### src/rtl/cart_bank_pkg.sv
package cart_bank_pkg;
  localparam int ROM_OFS_W = 14;
  localparam int RAM_OFS_W = 13;
  localparam int LO_W      = 5;
  localparam int HI_W      = 2;
  localparam int BANK_W    = LO_W + HI_W;
  localparam int ROM_AW    = ROM_OFS_W + BANK_W;
  localparam int RAM_AW    = 17;

  typedef enum logic {MODE_SIMPLE = 1'b0, MODE_ADV = 1'b1} bank_mode_e;

  typedef struct packed {
    logic              ram_on;
    logic [LO_W-1:0]   lo;
    logic [HI_W-1:0]   hi;
    bank_mode_e        mode;
  } bank_cfg_t;

  // Wrap a 7-bit ROM bank index to the number of installed banks.
  function automatic logic [BANK_W-1:0] wrap_rom_bank(input logic [BANK_W-1:0] b,
                                                      input logic [7:0] code);
    logic [BANK_W-1:0] r;
    r = b;
    if (code <= 8'h08)
      r = b & BANK_W'((32'd2 << code) - 32'd1);
    else if (code == 8'h52)
      r = (b >= BANK_W'(72)) ? b - BANK_W'(72) : b;
    else if (code == 8'h53)
      r = (b >= BANK_W'(80)) ? b - BANK_W'(80) : b;
    else if (code == 8'h54)
      r = (b >= BANK_W'(96)) ? b - BANK_W'(96) : b;
    return r;
  endfunction

  function automatic logic ram_fitted(input logic [7:0] code);
    return (code >= 8'h01) && (code <= 8'h05);
  endfunction

  function automatic logic [RAM_AW-1:0] ram_wrap_mask(input logic [7:0] code);
    logic [RAM_AW-1:0] m;
    case (code)
      8'h01:   m = RAM_AW'(17'h007FF);
      8'h02:   m = RAM_AW'(17'h01FFF);
      8'h03:   m = RAM_AW'(17'h07FFF);
      8'h04:   m = RAM_AW'(17'h1FFFF);
      8'h05:   m = RAM_AW'(17'h0FFFF);
      default: m = '0;
    endcase
    return m;
  endfunction
endpackage

### src/rtl/cart_cfg_regs.sv
module cart_cfg_regs
  import cart_bank_pkg::*;
(
  input  logic        clk,
  input  logic        rst_n,
  input  logic        wr_en,
  input  logic [1:0]  field_sel,
  input  logic [7:0]  wdata,
  output bank_cfg_t   cfg
);
  logic            hit_gate, hit_lo, hit_hi, hit_mode;
  logic [LO_W-1:0] lo_next;

  assign hit_gate = wr_en && (field_sel == 2'd0);
  assign hit_lo   = wr_en && (field_sel == 2'd1);
  assign hit_hi   = wr_en && (field_sel == 2'd2);
  assign hit_mode = wr_en && (field_sel == 2'd3);
  assign lo_next  = (wdata[LO_W-1:0] == '0) ? LO_W'(1) : wdata[LO_W-1:0];

  always_ff @(posedge clk) begin
    if (!rst_n) begin
      cfg.ram_on <= 1'b0;
      cfg.lo     <= LO_W'(1);
      cfg.hi     <= '0;
      cfg.mode   <= MODE_SIMPLE;
    end else begin
      if (hit_gate) cfg.ram_on <= (wdata[3:0] == 4'hA);
      if (hit_lo)   cfg.lo     <= lo_next;
      if (hit_hi)   cfg.hi     <= wdata[HI_W-1:0];
      if (hit_mode) cfg.mode   <= bank_mode_e'(wdata[0]);
    end
  end
endmodule

### src/rtl/cart_rom_xlat.sv
module cart_rom_xlat
  import cart_bank_pkg::*;
(
  input  logic                 upper_win,
  input  logic [ROM_OFS_W-1:0] offset,
  input  logic [LO_W-1:0]      lo,
  input  logic [HI_W-1:0]      hi,
  input  bank_mode_e           mode,
  input  logic [7:0]           size_code,
  output logic [ROM_AW-1:0]    phys
);
  logic [BANK_W-1:0] raw_bank;
  logic [BANK_W-1:0] eff_bank;

  always_comb begin
    if (upper_win)
      raw_bank = {hi, lo};
    else if (mode == MODE_ADV)
      raw_bank = {hi, LO_W'(0)};
    else
      raw_bank = '0;
  end

  assign eff_bank = wrap_rom_bank(raw_bank, size_code);
  assign phys     = {eff_bank, offset};
endmodule

### src/rtl/cart_ram_xlat.sv
module cart_ram_xlat
  import cart_bank_pkg::*;
(
  input  logic [RAM_OFS_W-1:0] offset,
  input  logic [HI_W-1:0]      hi,
  input  bank_mode_e           mode,
  input  logic [7:0]           size_code,
  output logic [RAM_AW-1:0]    phys,
  output logic                 fitted
);
  localparam int RAW_W = RAM_OFS_W + HI_W;
  logic [HI_W-1:0]  bank;
  logic [RAW_W-1:0] raw;

  assign bank   = (mode == MODE_ADV) ? hi : '0;
  assign raw    = {bank, offset};
  assign phys   = RAM_AW'(raw) & ram_wrap_mask(size_code);
  assign fitted = ram_fitted(size_code);
endmodule

### src/rtl/cart_bank_ctrl.sv
module cart_bank_ctrl
  import cart_bank_pkg::*;
(
  input  logic              clk,
  input  logic              rst_n,
  input  logic [15:0]       bus_addr,
  input  logic [7:0]        bus_wdata,
  input  logic              bus_rd,
  input  logic              bus_wr,
  input  logic [7:0]        rom_size_code,
  input  logic [7:0]        ram_size_code,
  input  logic [7:0]        ext_rdata,
  output logic [7:0]        bus_rdata,
  output logic              rom_cs,
  output logic [20:0]       rom_addr,
  output logic              ram_cs,
  output logic              ram_rd,
  output logic              ram_wr,
  output logic [16:0]       ram_addr,
  output logic [7:0]        ram_wdata
);
  bank_cfg_t          cfg;
  logic               in_rom_win, in_ram_win;
  logic               rd_eff, cfg_wr;
  logic               ram_fit, ram_open;
  logic [ROM_AW-1:0]  rom_phys;
  logic [RAM_AW-1:0]  ram_phys;
  logic               float_q;

  // named internal events for the checker
  logic               cfg_ram_on;
  logic [LO_W-1:0]    cfg_bank_lo;

  assign in_rom_win  = ~bus_addr[15];
  assign in_ram_win  = (bus_addr[15:13] == 3'b101);
  assign rd_eff      = bus_rd & ~bus_wr;
  assign cfg_wr      = bus_wr & in_rom_win;
  assign cfg_ram_on  = cfg.ram_on;
  assign cfg_bank_lo = cfg.lo;
  assign ram_open    = in_ram_win & cfg.ram_on & ram_fit;

  cart_cfg_regs u_regs (
    .clk       (clk),
    .rst_n     (rst_n),
    .wr_en     (cfg_wr),
    .field_sel (bus_addr[14:13]),
    .wdata     (bus_wdata),
    .cfg       (cfg)
  );

  cart_rom_xlat u_rom (
    .upper_win (bus_addr[14]),
    .offset    (bus_addr[ROM_OFS_W-1:0]),
    .lo        (cfg.lo),
    .hi        (cfg.hi),
    .mode      (cfg.mode),
    .size_code (rom_size_code),
    .phys      (rom_phys)
  );

  cart_ram_xlat u_ram (
    .offset    (bus_addr[RAM_OFS_W-1:0]),
    .hi        (cfg.hi),
    .mode      (cfg.mode),
    .size_code (ram_size_code),
    .phys      (ram_phys),
    .fitted    (ram_fit)
  );

  always_ff @(posedge clk) begin
    if (!rst_n) begin
      rom_cs    <= 1'b0;
      rom_addr  <= '0;
      ram_cs    <= 1'b0;
      ram_rd    <= 1'b0;
      ram_wr    <= 1'b0;
      ram_addr  <= '0;
      ram_wdata <= '0;
      float_q   <= 1'b0;
    end else begin
      rom_cs    <= rd_eff & in_rom_win;
      rom_addr  <= rom_phys;
      ram_cs    <= (rd_eff | bus_wr) & ram_open;
      ram_rd    <= rd_eff & ram_open;
      ram_wr    <= bus_wr & ram_open;
      ram_addr  <= ram_phys;
      ram_wdata <= bus_wdata;
      float_q   <= rd_eff & in_ram_win & ~ram_open;
    end
  end

  assign bus_rdata = float_q ? 8'hFF : ext_rdata;
endmodule

### config.mk
export PLATFORM = sky130hd
export DESIGN_NAME = cart_bank_ctrl
export DESIGN_NICKNAME = d
export VERILOG_FILES = /design/src/rtl/cart_bank_pkg.sv /design/src/rtl/cart_cfg_regs.sv /design/src/rtl/cart_rom_xlat.sv /design/src/rtl/cart_ram_xlat.sv /design/src/rtl/cart_bank_ctrl.sv
export SDC_FILE = /design/constraint.sdc
export NUM_CORES = 1
export LEC_CHECK = 0
export CORE_MARGIN = 2
export CORE_UTILIZATION = 60
export DETAILED_ROUTE_END_ITERATION = 8
export DONT_BUFFER_PORTS = 1
export PLACE_DENSITY = 0.73
export SYNTH_ARGS = -nofsm -noshare
export SYNTH_HDL_FRONTEND = slang
export SYNTH_SLANG_ARGS = --single-unit
export TNS_END_PERCENT = 20
### constraint.sdc
create_clock -name clk -period 4.7 [get_ports clk]
set_clock_uncertainty 0.15 [all_clocks]
set_input_delay 0.94 -clock clk [delete_from_list [all_inputs] [get_ports clk]]
set_output_delay 0.94 -clock clk [all_outputs]
set_load 0.01 [all_outputs]
==> results of run 1 <==
[layer usage]
layer  vias up  part of all wire (%)  track usage [%]
li1        860                     -                -
met1       811                    42             26.1
met2        69                    49             37.3
met3         9                   7.9             8.11
met4         0                   1.9             13.8
met5         -                     0                0
[sequential cells by signal, summed over array words and instances (netlist names)]
name        flops
rom_addr       21
ram_addr       15
u_regs.cfg      9
ram_wdata       8
float_q         1
ram_cs          1
ram_rd          1
ram_wr          1
rom_cs          1
[power groups by stage]
| stage | Sequential, mW | Clock, mW | Combinational, mW |
|---|---|---|---|
| 2_1_floorplan | 0.526 | 0 | 0.0441 |
| 3_3_place_gp | 0.528 | 0 | 0.0422 |
| 3_5_place_dp | 0.528 | 0 | 0.0432 |
| 4_1_cts | 0.518 | 0.439 | 0.0435 |
| 5_1_grt | 0.519 | 0.464 | 0.0482 |
| 6_report | 0.518 | 0.432 | 0.0432 |
[per-stage QoR]
step,area [µm²],hold slack [ns]
5_1_grt,2570,0.387
4_1_cts,2570,0.354
6_report,2570,0.349
3_5_place_dp,2390,0.341
2_1_floorplan,2380,0.291
3_3_place_gp,2390,0.330
[cell usage after synthesis (all sizes together), types with 2 or more instances]
cell type	number	area, µm²
dfxtp	58	1160
and2	25	156
nor2	22	82.6
nand2	17	66.3
nor2b	16	100
a21oi	8	40.0
o21ai	8	40.0
or2	8	50.1
ha	7	87.6
inv	7	26.3
nor3	7	35.0
clkbuf	6	22.5
mux2i	6	60.1
nand3	6	30.0
a211oi	5	47.5
buf	5	30.0
nor4	3	18.8
a211o	2	18.8
and3	2	12.5
and4	2	17.5
nand2b	2	12.5
nand3b	2	15.0
nand4	2	12.5
nor3b	2	15.0
o21a	2	15.0
o311a	2	20.0
o31ai	2	15.0
o41ai	2	25.0
[worst max-delay path: cells and delay by family]
kind,cells,cell delay [ns]
adder cells (fa/ha/maj),1,0.31
AND/OR/NAND/NOR,4,1.24
AO/OA/AOI/OAI,3,0.35
[how the worst max path moves through the flow]
stage / depth (start not counted) / slack (ns) / to / startpoint
after floorplan: 8 / 1.94 / rom_addr[19]$_SDFF_PN0_ / rom_size_code[5]
after global placement: 8 / 1.71 / rom_addr[19]$_SDFF_PN0_ / rom_size_code[5]
after detailed placement: 8 / 1.57 / rom_addr[19]$_SDFF_PN0_ / rom_size_code[5]
after CTS: 8 / 1.92 / rom_addr[19]$_SDFF_PN0_ / rom_size_code[5]
after global routing: 8 / 1.70 / rom_addr[19]$_SDFF_PN0_ / rom_size_code[5]
final: 8 / 1.93 / rom_addr[19]$_SDFF_PN0_ / rom_size_code[5]
[logic make-up after synthesis]
logic type,count (synthesis),share of synthesized area (%)
simple gates,120,28.6
other cells,1,0.158
xor+xnor,2,0.737
mux,6,2.53
compound gates,39,12.2
flops,58,48.8
fa+ha+maj,7,3.68
buf+inv,18,3.32
[final cells by class]
class | instances | area share, %
clock buffer | 12 | 5.64
clock inverter | 3 | 1.56
inverter | 7 | 1.02
multi-input combinational | 176 | 44.3
sequential | 58 | 45.1
tap | 48 | 2.33
==> results by group, run 1 <==
Status
  • Run status: finished, final reports clean

Placed design
  • Final weighted congestion of routability-driven global placement: roughly 0.9
  • Worst slack after detailed placement: 1.57 ns
  • Number of buffers inserted by port buffering: 0
  • Post-DP HPWL: about 3600 µm
  • Placed Cells: around 290

Pwr
  • Power density cells: just under 400 mW/mm²
  • Leakage power summed over all cells: ~1.0 nW
  • Internal power consumption: around 0.78 mW
  • Reg power frac: approximately 52%
  • Net switching power figure: ~0.21 mW
  • Clk pwr share: a little over two fifths
  • Proportion of power drawn by combinational gates: 4.4%
  • Switching Fraction: roughly a fifth
  • IR Drop Worst-Case VDD: ~0.00022 V
  • Pwr Total: 0.993 mW

Logic synthesis
  • EDFF count, synth: 0
  • Mean area per synthesized cell: 9.47 µm²
  • Portion of the post-synthesis area used by sequential elements: about half
  • Number of instances in the synthesized netlist: roughly 250
  • Share of async-settable or async-resettable flops after synthesis: 0%
  • Synth warnings: 0
  • Area of the mapped netlist: between 0.002 and 0.0025 mm²
  • Flip-flop and latch count after synthesis: 58
  • Netlist cell types: between 40 and 50
  • Dominant register cell in the synthesized netlist: dfxtp_1

Global route
  • GRT Residual Overflow: 0
  • Antenna violations before repair: 0
  • All-Layer GR Usage: a little under a quarter
  • Global-route wire length before repair: ~7400 µm
  • Vias in the first global route: between 1.5k and 2k
  • Pin count of the biggest net entering global routing: 34

Floorplan
  • Initial core utilization: a little under two thirds
  • Number of cell rows: 22
  • Die X: 66.9 µm
  • Top-level I/O count: between 100 and 150
  • Floorplan Core Area: ~0.0037 mm²
  • Die Ht: approximately 67 µm
  • Die outline area: 0.00448 mm²

Route
  • Detailed-route wire length per cell: 16.4 µm
  • Remaining number of nets flagged by the antenna check after routing: 0
  • Ratio of routed vias to standard cells: ~5.8
  • Number of vias in the routed layout: around 1.7k
  • Aggregate routed wire length: 4990 µm
  • DRC marker count from the first detailed-route iteration: 74
  • First-pass iteration count of the detailed router: 5
  • Detailed-route DRC error count: 0

STA
  • Final setup TNS: 0 ns
  • Final hold viol count: 0
  • Final worst path period share: 59.0%
  • Final worst path period need: around 2.8 ns
  • Actual transition at the worst max-transition pin: between 0.9 and 1 ns
  • Slew Limit Headroom: a little under two fifths
  • Setup violation total in the final timing report: 0
  • Highest clock frequency the design can meet: roughly 0.36 GHz
  • RSZ-0062 raised after global routing: no
  • Count of pins over their slew limit: 0
  • Final setup slack of the worst path: slightly below 2 ns

Clock network
  • CTS Hold Buffers Added: 0
  • TritonCTS clock tree: built
  • Clock Tree Buf Depth: 2
  • Number of buffers added by the clock tree synthesis step: 9
  • Number of levels the H-tree was split into: 3
  • Buffer cell driving the clock tree root: clkbuf_8
  • Clock slew at the register clock pins of the worst setup and hold paths: around 0.06 ns
  • Total clock sinks: 58
  • Resize count post-CTS: 0
  • Worst-skew pair later-pin latency: roughly 0.32 ns
  • Setup bufs post-CTS: 0

Layout
  • End-of-flow core utilization: around 69%
  • Number of standard cells in the final layout excluding fillers: around 300
  • Area of the multi-input gates: around 0.0011 mm²
  • Number of fill cells in the layout: 305
  • Leading cell type in the layout, fill and taps excluded: dfxtp_1
  • Final net count: a little over 300
  • Area growth from synthesis to layout: 8.26%
  • Combined flip-flop and latch cell area: between 0.001 and 0.0015 mm²
  • Fraction of layout instances using a drive strength above 1: 11.7%
  • Leading cell types in the layout, fill and taps excluded: dfxtp_1, and2_1, nor2_1
  • Number of antenna diodes: 0

Worst setup path
  • CP Data Required Time: 4.77 ns
  • R2r startpoint: u_regs.cfg[0]$_SDFFE_PN0P_
  • Capturing element type of the critical path: flop
  • Critical path, cell by cell: nor4_1, nand3_1, ha_1, nor2b_1, a31oi_1, o2bb2ai_1, nand4_1, o41ai_1
  • Kind of start point of the critical path: primary input
  • Capture point of the worst reg-to-reg path: rom_addr[19]$_SDFF_PN0_
  • Type of the worst setup path: in -> reg
  • Critical path fanouts, max: 7
  • Signal arrival time at the worst endpoint: 2.85 ns
  • Critical path's slowest cell: nor4_1
  • R2R cell count: 7
  • Maximum single-stage delay on the critical path: 0.78 ns
  • Slack of the worst reg-to-reg path: 2.41 ns

Run
  • Maximum Capacitance Violations: 0

Worst hold path
  • Worst Min Path Start: u_regs.cfg[7]$_SDFFE_PN0P_
  • Worst min-delay path category: reg -> reg
  • Worst-case hold path end point: u_regs.cfg[7]$_SDFFE_PN0P_
  • Cells on Worst Hold Path: 2
(Power assumes the default switching activity.)
==> inputs of run 2 (changes only) <==
--- a/config.mk
+++ b/config.mk
@@ -6,10 +6,10 @@
 export NUM_CORES = 1
 export LEC_CHECK = 0
 export CORE_MARGIN = 2
-export CORE_UTILIZATION = 60
+export CORE_UTILIZATION = 56
 export DETAILED_ROUTE_END_ITERATION = 8
 export DONT_BUFFER_PORTS = 1
-export PLACE_DENSITY = 0.73
+export PLACE_DENSITY = 0.71
 export SYNTH_ARGS = -nofsm -noshare
 export SYNTH_HDL_FRONTEND = slang
 export SYNTH_SLANG_ARGS = --single-unit
==> constraint.sdc (replaced) <==
create_clock -name clk -period 2.3 [get_ports clk]
set_clock_uncertainty 0.15 [all_clocks]
set_input_delay 0.46 -clock clk [delete_from_list [all_inputs] [get_ports clk]]
set_output_delay 0.46 -clock clk [all_outputs]
set_load 0.01 [all_outputs]
==> run 2 against run 1 <==
Register-to-register slack got worse by 2.1 ns. Final cell count rose by 1.3%. Highest routed layer unchanged. Largest power group unchanged. Cell area is 1.9% higher. Sequential power grew 100%. Wire length fell by 3.6%. Critical path depth decreased by 1. Non-clock buffer count rose by 2. Hold slack got worse by 0.29 ns. Largest cell class unchanged.
==> results by group, run 2 (synthesis results as in run 1) <==
Route
  • Ratio of routed vias to standard cells: 5.72 (was 5.75)
  • DRC marker count from the first detailed-route iteration: 49 (was 74)
  • Remaining number of nets flagged by the antenna check after routing: 0 (unchanged)
  • Detailed-route wire length per cell: 15.6 µm (was 16.4 µm)
  • Aggregate routed wire length: 4810 µm (was 4990 µm)
  • First-pass iteration count of the detailed router: 4 (was 5)
  • Detailed-route DRC error count: 0 (unchanged)
  • Number of vias in the routed layout: 1761 (was 1749)

STA
  • Slew Limit Headroom: 64.4% (was 37.8%)
  • Final worst path period need: a little under 2 ns
  • Actual transition at the worst max-transition pin: 0.528 ns (was 0.924 ns)
  • Count of pins over their slew limit: 0 (unchanged)
  • Highest clock frequency the design can meet: around 0.5 GHz
  • Setup violation total in the final timing report: 0 (unchanged)
  • RSZ-0062 raised after global routing: no (unchanged)
  • Final hold viol count: 0 (unchanged)
  • Worst hold slack after final layout: 0.0559 ns (was 0.349 ns)
  • Final setup TNS: 0 ns (unchanged)
  • Final worst path period share: between 80% and 90%

Worst setup path
  • Type of the worst setup path: reg -> reg (was in -> reg)
  • Signal arrival time at the worst endpoint: 2.01 ns (was 2.85 ns)
  • Capturing element type of the critical path: flop (unchanged)
  • CP Data Required Time: 2.34 ns (was 4.77 ns)
  • Kind of start point of the critical path: flop (was primary input)
  • Critical path fanouts, max: 5 (was 7)

Clock network
  • Buffer cell driving the clock tree root: clkbuf_8 (unchanged)
  • Total clock sinks: 58 (unchanged)
  • TritonCTS clock tree: built (unchanged)
  • Setup bufs post-CTS: 0 (unchanged)
  • Worst-skew pair later-pin latency: 0.31 ns (was 0.32 ns)
  • Clock slew at the register clock pins of the worst setup and hold paths: 0.07 ns (was 0.06 ns)
  • Number of buffers added by the clock tree synthesis step: 9 (unchanged)
  • CTS Hold Buffers Added: 0 (unchanged)
  • Resize count post-CTS: 0 (unchanged)
  • Clock Tree Buf Depth: 2 (unchanged)
  • Number of levels the H-tree was split into: 3 (unchanged)

Floorplan
  • Die X: 69.2 µm (was 66.9 µm)
  • Floorplan Core Area: 0.00403 mm² (was 0.00374 mm²)
  • Die outline area: 0.00478 mm² (was 0.00448 mm²)
  • Die Ht: 69.2 µm (was 66.9 µm)
  • Number of cell rows: 23 (was 22)
  • Top-level I/O count: 110 (unchanged)
  • Initial core utilization: 59.0% (was 63.5%)

Layout
  • Fraction of layout instances using a drive strength above 1: 13.2% (was 11.7%)
  • Number of antenna diodes: 0 (unchanged)
  • Area growth from synthesis to layout: 10.3% (was 8.26%)
  • End-of-flow core utilization: 65.1% (was 68.8%)
  • Leading cell types in the layout, fill and taps excluded: dfxtp_1, and2_1, nor2_1 (unchanged)
  • Number of fill cells in the layout: 348 (was 305)
  • Number of flip-flops in the largest register: 21 (unchanged)
  • Final net count: 313 (was 311)
  • Register with the most flip-flops: rom_addr (unchanged)
  • Largest registers: rom_addr (21), ram_addr (15), u_regs.cfg (9) (unchanged)
  • Number of standard cells in the final layout excluding fillers: 308 (was 304)
  • Leading cell type in the layout, fill and taps excluded: dfxtp_1 (unchanged)

Status
  • Run status: finished, final reports clean (unchanged)

Pwr
  • Leakage power summed over all cells: 1.03 nW (was 1.00 nW)
  • Pwr Total: 2.15 mW (was 0.993 mW)
  • IR Drop Worst-Case VDD: 0.000490 V (was 0.000223 V)
  • Power density cells: 821 mW/mm² (was 386 mW/mm²)

Global route
  • Vias in the first global route: 1645 (was 1585)
  • Global-route wire length before repair: 7790 µm (was 7450 µm)
  • Antenna violations before repair: 0 (unchanged)
  • GRT Residual Overflow: 0 (unchanged)
  • Pin count of the biggest net entering global routing: 34 (unchanged)
  • All-Layer GR Usage: 20.4% (was 23.1%)

Run
  • Maximum Capacitance Violations: 0 (unchanged)

Placed design
  • Final weighted congestion of routability-driven global placement: 0.868 (was 0.923)
  • Placed Cells: 293 (was 289)
  • Number of buffers inserted by port buffering: 0 (unchanged)
  • Post-DP HPWL: 3490 µm (was 3650 µm)

Worst hold path
  • Worst min-delay path category: in -> reg (was reg -> reg)
run 2: per-stage QoR:
| stage | worst slack (ns) | cell area, µm² |
|---|---|---|
| after floorplan | 0.0204 | 2380 |
| after global routing | 0.205 | 2620 |
| after detailed placement | 0.209 | 2410 |
| after global placement | 0.273 | 2410 |
| after CTS | 0.347 | 2620 |
| final | 0.331 | 2620 |
run 2: final timing paths:
kind	start	to	slack, ns	cells after the start
setup reg to reg	u_regs.cfg[1]$_SDFFE_PN0P_	rom_addr[19]$_SDFF_PN0_	0.33	7
setup / recovery	u_regs.cfg[1]$_SDFFE_PN0P_	rom_addr[19]$_SDFF_PN0_	0.33	7
hold / removal	bus_addr[15]	rom_cs$_SDFF_PN0_	0.06	1
hold reg to reg	u_regs.cfg[7]$_SDFFE_PN0P_	u_regs.cfg[7]$_SDFFE_PN0P_	0.35	2
run 2: cell type report:
type | count | area [µm²] | share of cell area, %
Sequential cell | 58 | 1160 | 44.3
Clock buffer | 10 | 138 | 5.25
Clock inverter | 5 | 78.8 | 3.01
Inverter | 7 | 26.3 | 1.00
Multi-Input combinational cell | 176 | 1140 | 43.5
Timing Repair Buffer | 2 | 15.0 | 0.573
Tap cell | 50 | 62.6 | 2.39
run 2: report_power, final:
group | total [mW] | switching, mW | internal [mW]
Clock | 1.01 | 0.377 | 0.631
Combinational | 0.0893 | 0.0453 | 0.0440
Sequential | 1.06 | 0.0243 | 1.03
Total | 2.15 | 0.447 | 1.71
run 2: per-layer routing:
metal | share of wire (%) | vias up | routed length, µm | global-route usage (%)
met5 | 0 | - | 0 | 0
met2 | 48 | 74 | 2290 | 31.9
met4 | 0.62 | 0 | 30 | 8.06
met3 | 8.5 | 2 | 407 | 7.60
li1 | - | 866 | - | -
met1 | 43 | 819 | 2090 | 25.3
run 2: critical path, stage by stage (launching register included):
cell	delay, ns
dfxtp_1	0.42
o21ai_1	0.14
buf_4	0.18
ha_1	0.19
a211oi_1	0.35
nor3_1	0.12
a211oi_1	0.19
o41ai_1	0.10
==> inputs of run 3 (changes only) <==
--- a/config.mk
+++ b/config.mk
@@ -9,7 +9,7 @@
 export CORE_UTILIZATION = 56
 export DETAILED_ROUTE_END_ITERATION = 8
 export DONT_BUFFER_PORTS = 1
-export PLACE_DENSITY = 0.71
+export PLACE_DENSITY = 0.8
 export SYNTH_ARGS = -nofsm -noshare
 export SYNTH_HDL_FRONTEND = slang
 export SYNTH_SLANG_ARGS = --single-unit
==> run 3 against run 2 <==
Register-to-register slack worse by 0.09 ns. Count of clock-buffer cells in the layout up 2. Via count up 1.7%. Clock power down 7%. Wire length up 1.6%. Total power down 3.0%. Final cell count up 0.65%. Combinational power up 1%. Fmax down 4.3%. Utilization down 0.093 points. Global-route usage up 0.92 points. Cell area down 0.14%. Largest power group unchanged.
==> results by group, run 3 (synthesis results as in run 1) <==
Status
  • Run status: finished, final reports clean (unchanged)

Route
  • Highest routed layer: met4 (unchanged)
  • DRC marker count from the first detailed-route iteration: 75 (was 49)
  • Detailed-route DRC error count: 0 (unchanged)
  • Detailed-routed wire length on met2: 2320 µm (was 2290 µm)
  • Met3 WL post-DR: 470 µm (was 407 µm)
  • Remaining number of nets flagged by the antenna check after routing: 0 (unchanged)
  • Met1 routed wirelength after detailed routing: 2040 µm (was 2090 µm)
  • Aggregate routed wire length: 4890 µm (was 4810 µm)
  • Ratio of routed vias to standard cells: 5.78 (was 5.72)
  • Number of vias in the routed layout: 1791 (was 1761)
  • First-pass iteration count of the detailed router: 4 (unchanged)
  • Detailed-route wire length per cell: 15.8 µm (was 15.6 µm)

Global route
  • Global-route wire length before repair: 8120 µm (was 7790 µm)
  • GRT Residual Overflow: 0 (unchanged)
  • Antenna violations before repair: 0 (unchanged)
  • Vias in the first global route: 1733 (was 1645)
  • Pin count of the biggest net entering global routing: 34 (unchanged)
  • All-Layer GR Usage: 21.3% (was 20.4%)

Layout
  • Combined flip-flop and latch cell area: 0.00116 mm² (unchanged)
  • Leading cell type in the layout, fill and taps excluded: dfxtp_1 (unchanged)
  • Number of antenna diodes: 0 (unchanged)
  • Number of fill cells in the layout: 341 (was 348)
  • Leading cell types in the layout, fill and taps excluded: dfxtp_1, and2_1, nor2_1 (unchanged)
  • Fraction of layout instances using a drive strength above 1: 13.5% (was 13.2%)
  • Total non-filler cell area in the finished layout: 0.00262 mm² (about the same)
  • Area growth from synthesis to layout: 10.2% (was 10.3%)
  • Area of the multi-input gates: 0.00114 mm² (unchanged)
  • Final net count: 314 (was 313)
  • Largest registers: rom_addr (21), ram_addr (15), u_regs.cfg (9) (unchanged)
  • Register with the most flip-flops: rom_addr (unchanged)
  • Number of standard cells in the final layout excluding fillers: 310 (was 308)
  • Number of flip-flops in the largest register: 21 (unchanged)

Worst setup path
  • Capturing element type of the critical path: flop (unchanged)
  • Critical path fanouts, max: 5 (unchanged)
  • Type of the worst setup path: reg -> reg (unchanged)
  • Critical path, cell by cell: o21ai_1, inv_1, ha_1, and4_1, a41o_2, a211oi_1, o41ai_1 (was o21ai_1, buf_4, ha_1, a211oi_1, nor3_1, a211oi_1, o41ai_1)
  • CP Data Required Time: 2.36 ns (was 2.34 ns)
  • Signal arrival time at the worst endpoint: 2.11 ns (was 2.01 ns)
  • Critical path's slowest cell: dfxtp_1 (unchanged)
  • R2R cell count: 7 (unchanged)
  • Maximum single-stage delay on the critical path: 0.36 ns (was 0.42 ns)
  • Kind of start point of the critical path: flop (unchanged)

Clock network
  • Buffer cell driving the clock tree root: clkbuf_8 (unchanged)
  • Clock Tree Buf Depth: 2 (unchanged)
  • Setup bufs post-CTS: 0 (unchanged)
  • TritonCTS clock tree: built (unchanged)
  • Number of levels the H-tree was split into: 3 (unchanged)
  • Clock slew at the register clock pins of the worst setup and hold paths: 0.07 ns (about the same)
  • Resize count post-CTS: 0 (unchanged)
  • Worst-skew pair later-pin latency: 0.32 ns (was 0.31 ns)
  • CTS Hold Buffers Added: 0 (unchanged)
  • Total clock sinks: 58 (unchanged)
  • Number of buffers added by the clock tree synthesis step: 9 (unchanged)

Run
  • Maximum Capacitance Violations: 0 (unchanged)

Floorplan
  • Die outline area: 0.00478 mm² (unchanged)
  • Die X: 69.2 µm (unchanged)
  • Floorplan Core Area: 0.00403 mm² (unchanged)
  • Initial core utilization: 59.0% (unchanged)
  • Number of cell rows: 23 (unchanged)
  • Top-level I/O count: 110 (unchanged)
  • Die Ht: 69.2 µm (unchanged)

Placed design
  • Placed Cells: 294 (was 293)
  • Final weighted congestion of routability-driven global placement: 0.875 (was 0.868)
  • Post-placement cell area: 0.00241 mm² (about the same)
  • Post-DP HPWL: 3570 µm (was 3490 µm)
  • Number of buffers inserted by port buffering: 0 (unchanged)

STA
  • RSZ-0062 raised after global routing: no (unchanged)
  • Slew Limit Headroom: 63.3% (was 64.4%)
  • Setup violation total in the final timing report: 0 (unchanged)
  • Actual transition at the worst max-transition pin: 0.545 ns (was 0.528 ns)
  • Highest clock frequency the design can meet: 0.486 GHz (was 0.508 GHz)
  • Final hold viol count: 0 (unchanged)
  • Final worst path period need: 2.06 ns (was 1.97 ns)
  • Final setup TNS: 0 ns (unchanged)
  • Final worst path period share: 89.5% (was 85.6%)
  • Count of pins over their slew limit: 0 (unchanged)

Worst hold path
  • Worst min-delay path category: in -> reg (unchanged)
  • Cells on Worst Hold Path: 1 (unchanged)

Pwr
  • Leakage power summed over all cells: 1.02 nW (was 1.03 nW)
  • Power density cells: 798 mW/mm² (was 821 mW/mm²)
  • IR Drop Worst-Case VDD: 0.000488 V (was 0.000490 V)
## run 3: cell types whose count changed in the layout (fill, tap and decap cells not counted)
cell	before	now
clkinv_4	1	0
clkinvlp_4	0	2
buf_4	2	3
clkbuf_8	10	11
clkinv_2	2	1
clkbuf_1	0	1
bufinv_16	2	1
## run 3: metrics by stage
stage	hold WS (ns)	worst slack, ns	utilization [%]	power (mW)
after floorplan	0.291	0.0204	-	1.17
after global placement	0.332	0.234	59.9	1.17
after detailed placement	0.339	0.213	59.9	1.17
after CTS	0.0397	0.281	65.0	2.11
after global routing	0.0348	0.136	65.0	2.16
final	0.0504	0.242	65.0	2.09
## run 3: power by group
group | internal [mW] | switching (mW) | leakage (nW)
Combinational | 0.0442 | 0.0462 | 0.446
Clock | 0.558 | 0.385 | 0.0986
Sequential | 1.03 | 0.0242 | 0.474
## run 3: final cells by class
cell class / count / area share (%)
well taps: 50 / 2.39
clock buffers: 12 / 5.92
clock inverters: 4 / 1.91
inverters: 7 / 1.00
flip-flops and latches: 58 / 44.3
multi-input cells: 176 / 43.6
repair buffers: 3 / 0.860
## run 3: worst max-delay path: cells and delay by family, from the launching register on
kind	cells	cell delay (ns)
compound gates	4	0.90
fa+ha+maj	1	0.21
buf+inv	1	0.13
flops	1	0.36
simple gates	1	0.17
## run 3: worst paths after layout
kind	slack [ns]	endpoint	startpoint
min	0.05	rom_cs$_SDFF_PN0_	bus_addr[15]
max reg2reg	0.24	rom_addr[19]$_SDFF_PN0_	u_regs.cfg[0]$_SDFFE_PN0P_
max	0.24	rom_addr[19]$_SDFF_PN0_	u_regs.cfg[0]$_SDFFE_PN0P_
min reg2reg	0.35	u_regs.cfg[7]$_SDFFE_PN0P_	u_regs.cfg[7]$_SDFFE_PN0P_
## run 3: per-layer routing
metal  vias up  track usage (%)
li1        863                -
met5         -                0
met4         0             8.50
met1       831             25.7
met3         7             8.92
met2        90             33.5
